===== src/rtl/sdram_cmd_pkg.sv =====
package sdram_cmd_pkg;

  localparam int DEV_COUNT = 2;

  typedef enum logic [2:0] {
    MODE_NORMAL = 3'd0,
    MODE_CKEN   = 3'd1,
    MODE_PALL   = 3'd2,
    MODE_AREF   = 3'd3,
    MODE_LMR    = 3'd4,
    MODE_SREF   = 3'd5,
    MODE_PDN    = 3'd6,
    MODE_NOP    = 3'd7
  } sdModeE;

  typedef struct packed {
    logic                 issue;
    sdModeE               mode;
    logic [DEV_COUNT-1:0] tgt;
  } seqStrobeT;

endpackage


===== src/rtl/sdram_cmd_ctrl.sv =====
module sdram_cmd_ctrl
  import sdram_cmd_pkg::*;
#(
  parameter int REF_CNT_W = 4,
  parameter int TIM_W     = 4
) (
  input  logic                       clk,
  input  logic                       rstN,
  input  logic                       cmdWr,
  input  logic [2:0]                 cmdMode,
  input  logic [REF_CNT_W-1:0]       cmdRefCnt,
  input  logic [DEV_COUNT-1:0]       cmdTgt,
  input  logic [TIM_W-1:0]           tRc,
  input  logic [TIM_W-1:0]           tRp,
  input  logic [DEV_COUNT*TIM_W-1:0] tMrd,
  output seqStrobeT                  stb,
  output logic                       busy,
  output logic                       wrErr
);

  typedef enum logic {ST_IDLE, ST_WAIT} stateE;

  stateE                 state;
  logic [TIM_W-1:0]      waitCnt;
  logic [REF_CNT_W-1:0]  refLeft;
  logic [DEV_COUNT-1:0]  capTgt;
  logic [TIM_W-1:0]      mrdMax;
  logic [TIM_W-1:0]      startDelay;
  logic                  accept;
  logic                  repeatRef;
  sdModeE                inMode;

  assign inMode    = sdModeE'(cmdMode);
  assign accept    = (state == ST_IDLE) && cmdWr;
  assign repeatRef = (state == ST_WAIT) && (waitCnt == '0) && (refLeft != '0);
  assign busy      = (state != ST_IDLE);

  // Longest mode-register-to-active time among the targeted devices
  always_comb begin
    mrdMax = '0;
    for (int d = 0; d < DEV_COUNT; d++) begin
      if (cmdTgt[d] && (tMrd[d*TIM_W +: TIM_W] > mrdMax))
        mrdMax = tMrd[d*TIM_W +: TIM_W];
    end
  end

  always_comb begin
    case (inMode)
      MODE_PALL: startDelay = tRp;
      MODE_AREF: startDelay = tRc;
      MODE_LMR:  startDelay = mrdMax;
      default:   startDelay = '0;
    endcase
  end

  always_comb begin
    stb = '{issue: 1'b0, mode: MODE_NOP, tgt: '0};
    if (accept) begin
      stb.issue = 1'b1;
      stb.mode  = inMode;
      stb.tgt   = cmdTgt;
    end else if (repeatRef) begin
      stb.issue = 1'b1;
      stb.mode  = MODE_AREF;
      stb.tgt   = capTgt;
    end
  end

  always_ff @(posedge clk or negedge rstN) begin
    if (!rstN) begin
      state   <= ST_IDLE;
      waitCnt <= '0;
      refLeft <= '0;
      capTgt  <= '0;
      wrErr   <= 1'b0;
    end else begin
      if (cmdWr && state != ST_IDLE) wrErr <= 1'b1;
      case (state)
        ST_IDLE: if (cmdWr) begin
          state   <= ST_WAIT;
          waitCnt <= startDelay;
          capTgt  <= cmdTgt;
          refLeft <= (inMode == MODE_AREF && cmdRefCnt > 1) ? cmdRefCnt - 1'b1 : '0;
        end
        default: begin
          if (waitCnt != '0) begin
            waitCnt <= waitCnt - 1'b1;
          end else if (refLeft != '0) begin
            refLeft <= refLeft - 1'b1;
            waitCnt <= tRc;
          end else begin
            state <= ST_IDLE;
          end
        end
      endcase
    end
  end

  a_r9_err_on_busy_write: assert property (@(posedge clk) disable iff (!rstN)
    cmdWr && busy |=> wrErr);
  a_r9_err_sticky: assert property (@(posedge clk) disable iff (!rstN)
    wrErr |=> wrErr);
  a_r6_busy_after_accept: assert property (@(posedge clk) disable iff (!rstN)
    cmdWr && !busy |=> busy);
  a_r9_no_issue_while_waiting: assert property (@(posedge clk) disable iff (!rstN)
    (state == ST_WAIT) && (waitCnt != '0) |-> !stb.issue);

endmodule


===== src/rtl/sdram_cmd_dp.sv =====
module sdram_cmd_dp
  import sdram_cmd_pkg::*;
#(
  parameter int ADDR_W = 13,
  parameter int BA_W   = 2
) (
  input  logic                 clk,
  input  logic                 rstN,
  input  seqStrobeT            stb,
  input  logic [ADDR_W-1:0]    cmdMrVal,
  output logic                 sdCke,
  output logic [DEV_COUNT-1:0] sdCsN,
  output logic                 sdRasN,
  output logic                 sdCasN,
  output logic                 sdWeN,
  output logic [BA_W-1:0]      sdBa,
  output logic [ADDR_W-1:0]    sdAddr
);

  localparam int AP_BIT = 10;
  localparam logic [ADDR_W-1:0] ALL_BANKS = ADDR_W'(1) << AP_BIT;

  logic                 selMode;
  logic [DEV_COUNT-1:0] csNext;

  always_comb begin
    case (stb.mode)
      MODE_PALL, MODE_AREF, MODE_LMR, MODE_SREF: selMode = stb.issue;
      default:                                   selMode = 1'b0;
    endcase
  end

  for (genvar d = 0; d < DEV_COUNT; d++) begin : g_cs
    assign csNext[d] = !(selMode && stb.tgt[d]);
  end

  always_ff @(posedge clk or negedge rstN) begin
    if (!rstN) begin
      sdCke  <= 1'b0;
      sdCsN  <= '1;
      sdRasN <= 1'b1;
      sdCasN <= 1'b1;
      sdWeN  <= 1'b1;
      sdBa   <= '0;
      sdAddr <= '0;
    end else begin
      sdCsN  <= csNext;
      sdRasN <= 1'b1;
      sdCasN <= 1'b1;
      sdWeN  <= 1'b1;
      sdBa   <= '0;
      sdAddr <= '0;
      if (stb.issue) begin
        case (stb.mode)
          MODE_NORMAL, MODE_CKEN: sdCke <= 1'b1;
          MODE_PALL: begin
            sdRasN <= 1'b0;
            sdWeN  <= 1'b0;
            sdAddr <= ALL_BANKS;
          end
          MODE_AREF: begin
            sdRasN <= 1'b0;
            sdCasN <= 1'b0;
          end
          MODE_LMR: begin
            sdRasN <= 1'b0;
            sdCasN <= 1'b0;
            sdWeN  <= 1'b0;
            sdAddr <= cmdMrVal;
          end
          MODE_SREF: begin
            sdRasN <= 1'b0;
            sdCasN <= 1'b0;
            sdCke  <= 1'b0;
          end
          MODE_PDN: sdCke <= 1'b0;
          default: ;
        endcase
      end
    end
  end

  a_r8_cke_held_low: assert property (@(posedge clk) disable iff (!rstN)
    !sdCke && !(stb.issue && (stb.mode == MODE_CKEN || stb.mode == MODE_NORMAL)) |=> !sdCke);
  a_r5_cs_follows_target: assert property (@(posedge clk) disable iff (!rstN)
    stb.issue && stb.mode == MODE_PALL |=> sdCsN == ~$past(stb.tgt));
  a_r10_nop_no_select: assert property (@(posedge clk) disable iff (!rstN)
    stb.issue && stb.mode == MODE_NOP |=> (&sdCsN) && $stable(sdCke));

endmodule


===== src/rtl/sdram_cmd_seq.sv =====
module sdram_cmd_seq
  import sdram_cmd_pkg::*;
#(
  parameter int ADDR_W    = 13,
  parameter int BA_W      = 2,
  parameter int REF_CNT_W = 4,
  parameter int TIM_W     = 4
) (
  input  logic                       clk,
  input  logic                       rstN,
  input  logic                       cmdWr,
  input  logic [2:0]                 cmdMode,
  input  logic [REF_CNT_W-1:0]       cmdRefCnt,
  input  logic [1:0]                 cmdTgt,
  input  logic [ADDR_W-1:0]          cmdMrVal,
  input  logic [TIM_W-1:0]           tRc,
  input  logic [TIM_W-1:0]           tRp,
  input  logic [2*TIM_W-1:0]         tMrd,
  output logic                       sdCke,
  output logic [1:0]                 sdCsN,
  output logic                       sdRasN,
  output logic                       sdCasN,
  output logic                       sdWeN,
  output logic [BA_W-1:0]            sdBa,
  output logic [ADDR_W-1:0]          sdAddr,
  output logic                       busy,
  output logic                       wrErr
);

  seqStrobeT stb;

  sdram_cmd_ctrl #(.REF_CNT_W(REF_CNT_W), .TIM_W(TIM_W)) u_ctrl (
    .clk(clk), .rstN(rstN), .cmdWr(cmdWr), .cmdMode(cmdMode),
    .cmdRefCnt(cmdRefCnt), .cmdTgt(cmdTgt), .tRc(tRc), .tRp(tRp),
    .tMrd(tMrd), .stb(stb), .busy(busy), .wrErr(wrErr)
  );

  sdram_cmd_dp #(.ADDR_W(ADDR_W), .BA_W(BA_W)) u_dp (
    .clk(clk), .rstN(rstN), .stb(stb), .cmdMrVal(cmdMrVal),
    .sdCke(sdCke), .sdCsN(sdCsN), .sdRasN(sdRasN), .sdCasN(sdCasN),
    .sdWeN(sdWeN), .sdBa(sdBa), .sdAddr(sdAddr)
  );

  a_r7_idle_deselect: assert property (@(posedge clk) disable iff (!rstN)
    !busy |-> (&sdCsN));
  a_r2_precharge_spacing: assert property (@(posedge clk) disable iff (!rstN)
    (!sdRasN && sdCasN && !sdWeN && !(&sdCsN) && tRp != '0) |=> (&sdCsN));

endmodule


===== config.mk =====
export PLATFORM = sky130hd
export DESIGN_NAME = sdram_cmd_seq
export DESIGN_NICKNAME = d
export VERILOG_FILES = /design/src/rtl/sdram_cmd_pkg.sv /design/src/rtl/sdram_cmd_ctrl.sv /design/src/rtl/sdram_cmd_dp.sv /design/src/rtl/sdram_cmd_seq.sv
export SDC_FILE = /design/constraint.sdc
export NUM_CORES = 1
export LEC_CHECK = 0
export BUFFER_PORTS_ARGS = -buffer_cell sky130_fd_sc_hd__buf_2
export CAP_MARGIN = 10
export CELL_PAD_IN_SITES_DETAIL_PLACEMENT = 1
export CELL_PAD_IN_SITES_GLOBAL_PLACEMENT = 2
export CORE_MARGIN = 4
export CORE_UTILIZATION = 25
export DETAILED_ROUTE_END_ITERATION = 10
export GPL_TIMING_DRIVEN = 0
export PLACE_DENSITY = 0.8
export SETUP_SLACK_MARGIN = 0.2
export SYNTH_ARGS = -nofsm -noshare
export SYNTH_HDL_FRONTEND = slang
export SYNTH_SLANG_ARGS = --single-unit

===== constraint.sdc =====
create_clock -name clk -period 3.3 [get_ports clk]
set_input_delay 0.33 -clock clk [delete_from_list [all_inputs] [get_ports clk]]
set_output_delay 0.33 -clock clk [all_outputs]
set_load 0.02 [all_outputs]

==> results of run 1 <==
==> metal layers <==
metal  vias up  part of all wire, %  GRT usage, %
met3        10                  4.3          3.42
met4         0                  2.2          4.85
met5         -                    0             0
met2        38                   48          20.6
li1        759                    -             -
met1       733                   46          15.7
==> flip-flops by register name (all words and copies together) (netlist names) <==
| name | flops |
|---|---|
| u_ctrl.capTgt | 2 |
| u_ctrl.waitCnt | 4 |
| u_dp.sdCsN | 2 |
| u_dp.sdRasN | 1 |
| u_ctrl.wrErr | 1 |
| u_dp.sdWeN | 1 |
| u_ctrl.refLeft | 4 |
| u_dp.sdAddr | 13 |
| u_dp.sdCke | 1 |
| u_ctrl.busy | 1 |
| u_dp.sdCasN | 1 |
==> worst max-delay path by stage <==
stage	from	cells after the start	end	slack, ns
CTS	u_ctrl.waitCnt[0]$_DFFE_PN0P_	7	u_ctrl.refLeft[2]$_DFFE_PN0P_	0.92
global placement	u_ctrl.waitCnt[0]$_DFFE_PN0P_	6	u_ctrl.refLeft[1]$_DFFE_PN0P_	0.95
finish	u_ctrl.waitCnt[0]$_DFFE_PN0P_	7	u_ctrl.refLeft[2]$_DFFE_PN0P_	0.89
global route	u_ctrl.waitCnt[0]$_DFFE_PN0P_	7	u_ctrl.refLeft[3]$_DFFE_PN0P_	0.78
floorplan	u_ctrl.waitCnt[0]$_DFFE_PN0P_	7	u_ctrl.waitCnt[0]$_DFFE_PN0P_	1.29
detailed placement	u_ctrl.waitCnt[0]$_DFFE_PN0P_	6	u_ctrl.refLeft[1]$_DFFE_PN0P_	0.92
==> report_power, final <==
group	total, mW	internal (mW)	switching [mW]	leakage [nW]
Combinational	0.632	0.278	0.354	0.636
Clock	0.308	0.168	0.140	0.0482
Sequential	0.543	0.479	0.0646	0.384
==> cell families after synthesis <==
group,Yosys count,share of synthesized area [%]
adder cells (fa/ha/maj),8,5.91
AO/OA/AOI/OAI,40,15.2
buffers and inverters,18,4.51
flip-flops,31,46.2
other,1,0.222
XOR/XNOR,2,1.03
multiplexers,9,5.62
AND/OR/NAND/NOR,66,21.3
==> worst max-delay path, stage by stage, from the launching register on <==
cell and delay [ns]:
sky130_fd_sc_hd__dfrtp_1 0.40, sky130_fd_sc_hd__inv_1 0.11, sky130_fd_sc_hd__ha_1 0.23, sky130_fd_sc_hd__or3b_4 0.43, sky130_fd_sc_hd__nor3_1 0.55, sky130_fd_sc_hd__nor2_1 0.26, sky130_fd_sc_hd__o21ai_0 0.20, sky130_fd_sc_hd__o21ai_0 0.10
==> layout by cell type, fill, tap and decap left out, types with 3 or more instances in the layout <==
cell,instances
sky130_fd_sc_hd__buf_2,61
sky130_fd_sc_hd__dfstp_2,5
sky130_fd_sc_hd__mux2i_1,5
sky130_fd_sc_hd__clkbuf_1,4
sky130_fd_sc_hd__ha_1,8
sky130_fd_sc_hd__o22ai_1,4
sky130_fd_sc_hd__and2_1,13
sky130_fd_sc_hd__nand2_1,10
sky130_fd_sc_hd__nor2_1,12
sky130_fd_sc_hd__nand3_1,5
sky130_fd_sc_hd__inv_1,11
sky130_fd_sc_hd__a22oi_1,3
sky130_fd_sc_hd__a31oi_1,5
sky130_fd_sc_hd__clkbuf_8,6
sky130_fd_sc_hd__dfrtp_1,26
sky130_fd_sc_hd__a21oi_1,8
sky130_fd_sc_hd__nand2b_1,3
sky130_fd_sc_hd__nand4_1,3
sky130_fd_sc_hd__mux2_2,4
sky130_fd_sc_hd__nor3_1,8
sky130_fd_sc_hd__o21ai_0,9
==> final cells by class <==
type                    instances  area [um^2]  share of cell area (%)
plain buffers                   6         31.3                    1.43
clock buffers                   7         86.3                    3.95
clock inverters                 1         5.00                   0.229
inverters                      12         45.0                    2.06
multi-input cells             127          838                    38.4
flip-flops and latches         31          782                    35.8
well taps                      77         96.3                    4.41
repair buffers                 60          300                    13.7
==> through the flow <==
| step | hold WS (ns) | total power [mW] | utilization (%) |
|---|---|---|---|
| CTS | 0.108 | 1.50 | 33.8 |
| detailed placement | 0.425 | 1.18 | 32.4 |
| global route | 0.135 | 1.60 | 33.8 |
| floorplan | 0.0344 | 0.989 | - |
| finish | 0.0943 | 1.48 | 33.8 |
| global placement | 0.409 | 1.16 | 32.4 |
==> results by stage, run 1 <==
Timing:
- The hold violation count in the final report came to 0.
- The final total negative setup slack is 0 ns.
- The maximum clock frequency is 415 MHz.
- Setup repair after global routing left no endpoint under its margin.
- Headroom to the max-slew limit came out at 52.2%.
- Dividing the final minimum period by the clock period gives 73.1%.
- For the pin with the worst max-slew slack, the measured transition is 0.717 ns.
- Setup slack on the critical path of the routed design comes to 0.889 ns.
- The total setup violations reported at the end of the flow is 0.
- The worst path in the final design needs a cycle of 2.41 ns, including I/O delays and setup.
- The final max-slew violation count is 0.
- The final worst clock skew is 0.00677 ns.

Logic synthesis:
- Counting flops with a built-in enable in the synthesized netlist gives 0.
- Dividing the synthesized area by the synthesized cell count gives 9.67 um^2.
- Sorting the synthesized cells by how often they occur yields sky130_fd_sc_hd__dfrtp_1, sky130_fd_sc_hd__and2_1, sky130_fd_sc_hd__nor2_1, sky130_fd_sc_hd__inv_1, sky130_fd_sc_hd__nand2_1.
- The Yosys step of the flow raised 0 warnings.
- The proportion of netlist area held by the largest area contributor is 38.4%.
- The number of distinct library cell variants in the gate-level netlist after synthesis is 43.
- In this run, synthesis produced a sequential element count of 31.
- The most used flip-flop cell after synthesis is sky130_fd_sc_hd__dfrtp_1.
- Synthesis produced a netlist whose cell count is 175.
- The post-synthesis cell type with the largest combined area is sky130_fd_sc_hd__dfrtp_1.
- Of all flip-flops after synthesis, the portion carrying an async set or reset was 100%.
- The post-synthesis instance area is 1690 um^2.
- The most frequent cell after synthesis is sky130_fd_sc_hd__dfrtp_1.
- The portion of the post-synthesis area used by sequential elements is 46.2%.
- After synthesis, the cell types taking the most area are sky130_fd_sc_hd__dfrtp_1, sky130_fd_sc_hd__dfstp_2, sky130_fd_sc_hd__ha_1, sky130_fd_sc_hd__and2_1, sky130_fd_sc_hd__mux2i_1.

Routing:
- The first TritonRoute pass finished after 4 iterations.
- For this run, design rule violations remaining after detail routing come to 0.
- The number of routed nets with antenna violations is 0.
- The number of vias in the routed layout is 1540.
- The detailed-route wire length is 5.06 mm.
- After detailed routing, the average wire length per cell comes to 15.8 um.
- The average vias per placed instance is 4.80.
- The DRC marker count from the first detailed-route iteration is 35.

Clocking:
- The TritonCTS buffer count is 5.
- Clock tree synthesis found a total of 31 sinks.
- The count of hold-fix buffers inserted at cts is 0.
- The number of gates resized after CTS was 0.
- After clock tree synthesis, the setup repair step added 0 buffers.
- The clock network latency to the later pin of the worst-skew pair is 0.29 ns.
- TritonCTS built the clock tree.
- After clock tree synthesis, the clock-pin slew on the worst setup and hold paths is 0.07 ns.
- The longest clock path from root to sink contains 2 buffers.
- The deepest level of the CTS H-tree is 2.
- The cell at the root of the clock tree is sky130_fd_sc_hd__clkbuf_8.

Global route:
- The number of global-route vias before repair is 1645.
- The maximum number of pins on one net before global-route repair is 32.
- The first global-routing pass estimated 8.25 mm of wire.
- In the global route stage, overall resource usage came out at 12.6%.
- The initial antenna violation count is 0.
- The aggregate global routing overflow is 0.

Final layout:
- The finished layout holds 321 standard cells, fillers aside.
- The summed area of non-filler cells in the final layout is 2180 um^2.
- The area growth from synthesis to layout is 29.0%.
- The number of filler instances in the final layout is 793.
- The number of antenna diodes in the final layout is 0.
- The layout net count is 292.
- The post-route netlist has 33.6% of its cells at a drive strength greater than 1.

Setup path:
- Data on the critical path arrives at its endpoint at 2.56 ns.
- The critical-path maximum fanout is 6.
- The destination of the worst register-to-register timing path is u_ctrl.refLeft[2]$_DFFE_PN0P_.
- The kind of launch point of the worst setup path is a flop.
- The worst setup path is captured at a flop.
- The startpoint of the worst register-to-register path is u_ctrl.waitCnt[0]$_DFFE_PN0P_.
- STA puts the critical path data required time at 3.44 ns.
- Counting cells, the worst reg-to-reg path comes to 7.
- The critical setup path kind is reg2reg.
- The register-to-register setup slack is 0.89 ns.

Die:
- The floorplan step defined a core boundary enclosing 6460 um^2.
- The number of core rows is 29.
- The die width is 90.3 um.
- The floorplan step defined a die boundary enclosing 8150 um^2.
- Measured along the y axis, the die boundary spans 90.3 um.
- The initial cell density of the core is 26.2%.
- In this run the count of I/O pins placed on the die edge is 64.

Place:
- Before CTS, the worst setup slack after placement is 0.925 ns.
- Summing all placed instances gives a cell area of 2090 um^2.
- The congestion estimate from routability-driven global placement came to 0.736.
- Input and output buffers added on the ports amount to 60.
- The wire-length estimate of the detail-placed layout is 4.04 mm.
- The placed cell count is 313.

Pwr:
- Power spread over the standard cell area amounts to 679 nW/um^2.
- The worst-case IR drop observed on VDD is 0.300 mV.
- The leakage power is 1.07 nW.

Flow run:
- The number of maximum-capacitance violations is 0.

Status:
- The run finished with clean final reports.

Min path:
- The class of the most critical hold timing path is in2async.
Power figures use the tool's default switching activity.
==> run 2: changes to the inputs <==
--- a/config.mk
+++ b/config.mk
@@ -5,6 +5,7 @@
 export SDC_FILE = /design/constraint.sdc
 export NUM_CORES = 1
 export LEC_CHECK = 0
+export ABC_AREA = 1
 export BUFFER_PORTS_ARGS = -buffer_cell sky130_fd_sc_hd__buf_2
 export CAP_MARGIN = 10
 export CELL_PAD_IN_SITES_DETAIL_PLACEMENT = 1
@@ -13,7 +14,7 @@
 export CORE_UTILIZATION = 25
 export DETAILED_ROUTE_END_ITERATION = 10
 export GPL_TIMING_DRIVEN = 0
-export PLACE_DENSITY = 0.8
+export PLACE_DENSITY = 0.83
 export SETUP_SLACK_MARGIN = 0.2
 export SYNTH_ARGS = -nofsm -noshare
 export SYNTH_HDL_FRONTEND = slang
==> constraint.sdc (replaced) <==
create_clock -name clk -period 2.4 [get_ports clk]
set_input_delay 0.24 -clock clk [delete_from_list [all_inputs] [get_ports clk]]
set_output_delay 0.24 -clock clk [all_outputs]
set_load 0.02 [all_outputs]
==> run 2 against run 1 <==
  * Total power rose by 28%
  * Non-clock buffer count fell by 1
  * Critical path depth rose by 2
  * Clock skew rose by 0.00057 ns
  * Largest power group is now registers
  * Worst setup slack got worse by 0.22 ns
==> results by stage, run 2 <==
Clocking:
- The clock sink count is 31 (unchanged).
- TritonCTS built the clock tree.
- The cell at the root of the clock tree is sky130_fd_sc_hd__clkbuf_8.
- The clock-pin slew on the worst setup and hold paths is 0.07 ns (about the same).
- The count of hold-fix buffers inserted at cts is 0 (unchanged).
- The number of setup buffers added after CTS is 0 (unchanged).
- The number of gates given a new drive strength after cts is 0 (unchanged).
- The buffer depth of the longest clock path was 2 (unchanged).
- The clock network latency to the later pin of the worst-skew pair is 0.28 ns (about the same).
- The deepest level of the CTS H-tree is 2 (unchanged).
- The TritonCTS buffer count is 5 (unchanged).

Setup path:
- The critical setup path kind is reg2reg.
- STA classifies the critical path startpoint as a flop.
- In this run the critical register-to-register path is captured at u_ctrl.refLeft[2]$_DFFE_PN0P_.
- STA classifies the critical path endpoint as a flop.
- The startpoint identified for the worst register-to-register timing path is u_ctrl.waitCnt[0]$_DFFE_PN0P_.
- The worst endpoint required time is 2.57 ns (-0.87 ns).
- The critical-path maximum fanout is 8 (+2).
- The register-to-register setup slack was 0.67 ns (-0.22 ns).
- The worst path arrival time came to 1.89 ns (-0.67 ns).
- The cell depth of the worst flop-to-flop path is 9 (+2).

Routing:
- The number of routed nets with antenna violations came to 0 (unchanged).
- The number of vias in the routed layout is 1718 (+12%).
- The remaining routing DRC violations is 0 (unchanged).
- The average vias per placed instance is 4.21 (-12%).
- The average detailed-routed wire length per instance is 11.6 um (-27%).
- The detailed-route wire length came to 4.72 mm (-6.9%).
- The detailed-router iteration count before antenna repair is 4 (unchanged).
- The DRC marker count from the first detailed-route iteration is 28 (-20%).

Logic synthesis:
- Yosys instantiated no cell more often than sky130_fd_sc_hd__inv_1.
- The proportion of netlist area held by the largest area contributor is 35.5% (-2.9 points).
- The most instantiated flip-flop cell in the synthesis netlist is sky130_fd_sc_hd__dfrtp_1.
- The total of flip-flops plus latches after synthesis is 31 (unchanged).
- The post-synthesis area per instance was 7.57 um^2 (-22%).
- The post-synthesis cell type with the largest combined area is sky130_fd_sc_hd__dfrtp_1.
- The post-synthesis instance area is 1830 um^2 (+8.2%).
- The number of distinct library cell variants in the gate-level netlist after synthesis is 28 (-35%).
- The yosys synthesis warning count is 0 (unchanged).
- Sorting the synthesized cells by how often they occur yields sky130_fd_sc_hd__inv_1, sky130_fd_sc_hd__nand2_1, sky130_fd_sc_hd__nor2_1, sky130_fd_sc_hd__dfrtp_1, sky130_fd_sc_hd__a21oi_1.
- The share of synthesized registers carrying an async set or reset is 100% (unchanged).
- The number of enable-type register cells in the synthesized netlist was 0 (unchanged).
- Sorting the synthesized cells by area gives the leading types as sky130_fd_sc_hd__dfrtp_1, sky130_fd_sc_hd__inv_1, sky130_fd_sc_hd__nand2_1, sky130_fd_sc_hd__nor2_1, sky130_fd_sc_hd__dfstp_2.
- The cell count after synthesis is 242 (+38%).
- The portion of the post-synthesis area used by sequential elements is 42.7% (-3.5 points).

Final layout:
- The area used by multi-input combinational logic is 845 um^2 (+0.75%).
- The area growth from synthesis to layout is 29.8%.
- The area occupied by registers came to 782 um^2 (unchanged).
- The number of flip-flops in the largest register is 13 (unchanged).
- The layout net count is 360 (+23%).
- The total inserted antenna cells is 0 (unchanged).
- The largest registers in the layout are u_dp.sdAddr (13), u_ctrl.refLeft (4), u_ctrl.waitCnt (4).
- The share of post-route cells with drive strength above 1 came to 30.1% (-3.5 points).
- The leading cell type in the layout, fill and taps excluded is sky130_fd_sc_hd__buf_2.
- The number of filler instances in the final layout is 871 (+9.8%).
- Counting flops per register, the top entry is u_dp.sdAddr.
- Leaving out fill and tap cells, the most frequent cells in the layout are sky130_fd_sc_hd__buf_2, sky130_fd_sc_hd__inv_1, sky130_fd_sc_hd__nand2_1, sky130_fd_sc_hd__nor2_1, sky130_fd_sc_hd__dfrtp_1.

Die:
- The core area is 6940 um^2 (+7.5%).
- The number of core rows was 30 (+3.4%).
- The number of top-level pins is 64 (unchanged).
- The die width came to 93.6 um (+3.7%).
- The height of the chip is 93.6 um (+3.7%).
- The die area is 8760 um^2 (+7.5%).
- The initial cell density of the core was 26.4% (+0.17 points).

Timing:
- The hold violation count in the final report was 0 (unchanged).
- The worst-margin pin slew was 0.700 ns (-0.0167 ns).
- The maximum clock frequency is 579 MHz (+40%).
- The final total negative setup slack is 0 ns (unchanged).
- The final max-slew violation count is 0 (unchanged).
- The worst max-slew margin expressed relative to the limit was 53.3% (+1.1 points).
- Setup repair after global routing left no endpoint under its margin.
- The period utilization is 72.0% (-1.1 points).
- The final worst clock skew came to 0.00734 ns (+0.000571 ns).
- The final worst-path setup slack came to 0.672 ns (-0.217 ns).
- The post-layout minimum cycle time is 1.73 ns (-0.683 ns).
- The total setup violations reported at the end of the flow is 0 (unchanged).

Status:
- The flow ran to the end, and the final reports show no timing, DRC or antenna violations.

Global route:
- The initial antenna violation count is 0 (unchanged).
- The wire length of the first global-routing pass is 8.27 mm (+0.25%).
- The total global routing track utilization came to 11.8% (-0.80 points).
- The number of global-route vias before repair came to 1845 (+12%).
- The maximum number of pins on one net before global-route repair came to 32 (unchanged).
- The aggregate global routing overflow came to 0 (unchanged).

Place:
- The number of port buffers is 61 (+1.7%).
- The routability congestion estimate came to 0.768 (+4.3%).
- The HPWL reported at the end of detailed placement is 3.93 mm (-2.8%).
- The worst slack after detailed placement is 0.392 ns (-0.533 ns).

Min path:
- The tightest min-delay check is of the in2async type.

Pwr:
- The largest voltage drop on the vdd net is 0.301 mV (+0.34%).
- The leakage power is 1.35 nW (+26%).
- The areal power density over the cells came to 798 nW/um^2 (+18%).

Flow run:
- The number of maximum-capacitance violations is 0 (unchanged).
==> run 2: cell types whose count changed after synthesis, sizes merged, moves of 7 or more <==
cell and change:
inv +38, nand2 +35, nor2 +32, and2 -13, nand3 +11, a21oi +9, o21ai +7
==> run 2: worst max-delay path, cell delays in order (launching register included) <==
cell and delay [ns]:
sky130_fd_sc_hd__dfrtp_1 0.42, sky130_fd_sc_hd__inv_1 0.07, sky130_fd_sc_hd__ha_1 0.21, sky130_fd_sc_hd__nand3_2 0.20, sky130_fd_sc_hd__nor2_8 0.17, sky130_fd_sc_hd__nand2_4 0.08, sky130_fd_sc_hd__nand2_1 0.19, sky130_fd_sc_hd__o21ai_0 0.13
sky130_fd_sc_hd__nand2_1 0.07, sky130_fd_sc_hd__nand2_1 0.05
==> run 2: worst max-delay path by stage <==
stage | cells after the start | endpoint | from
after global placement | 14 | u_ctrl.waitCnt[2]$_DFFE_PN0P_ | tMrd[0]
after floorplan | 13 | u_ctrl.waitCnt[3]$_DFFE_PN0P_ | tMrd[2]
after global routing | 14 | u_ctrl.waitCnt[2]$_DFFE_PN0P_ | tMrd[0]
after CTS | 9 | u_ctrl.refLeft[2]$_DFFE_PN0P_ | u_ctrl.waitCnt[0]$_DFFE_PN0P_
after detailed placement | 14 | u_ctrl.waitCnt[2]$_DFFE_PN0P_ | tMrd[0]
final | 9 | u_ctrl.refLeft[2]$_DFFE_PN0P_ | u_ctrl.waitCnt[0]$_DFFE_PN0P_
==> run 2: per-layer routing <==
layer | wire length (um) | track usage [%] | up-vias | part of all wire [%]
met5 | 0 | 0 | - | 0
met4 | 33 | 2.89 | 0 | 0.70
met3 | 219 | 3.54 | 4 | 4.6
met2 | 2310 | 19.8 | 36 | 49
met1 | 2150 | 14.7 | 802 | 46
li1 | - | - | 876 | -
==> run 2: cells by family after synthesis <==
kind of cell               share of synthesized area [%]
and+or+nand+nor                                     27.4
buffers and inverters                               11.4
AOI/OAI and AO/OA                                   11.5
DFF                                                 42.7
adders and majority gates                           5.46
xor gates and xnor gates                            1.37
other                                              0.205
==> run 2: report_power, final <==
| group | internal (mW) | leakage [nW] | switching [mW] |
|---|---|---|---|
| Combinational | 0.251 | 0.901 | 0.412 |
| Clock | 0.336 | 0.0612 | 0.196 |
| Sequential | 0.642 | 0.386 | 0.0617 |
| Total | 1.23 | 1.35 | 0.670 |
==> run 2: stage by stage <==
step / instances / instance area, um^2 / util [%] / hold slack [ns] / power [mW]
global route: 408 / 2380 / 34.3 / 0.0492 / 2.08
CTS: 408 / 2380 / 34.3 / 0.0240 / 1.94
floorplan: 243 / 1840 / - / -0.0556 / 1.20
finish: 408 / 2380 / 34.3 / 0.00330 / 1.90
global placement: 400 / 2260 / 32.6 / 0.332 / 1.37
detailed placement: 400 / 2260 / 32.6 / 0.337 / 1.39
==> run 2: layout make-up <==
type / count / share of cell area [%]
Clock buffer: 6 / 3.47
Timing Repair Buffer: 61 / 12.8
Tap cell: 96 / 5.05
Sequential cell: 31 / 32.9
Clock inverter: 2 / 1.47
Multi-Input combinational cell: 159 / 35.5
Inverter: 49 / 7.73
Buffer: 4 / 1.05
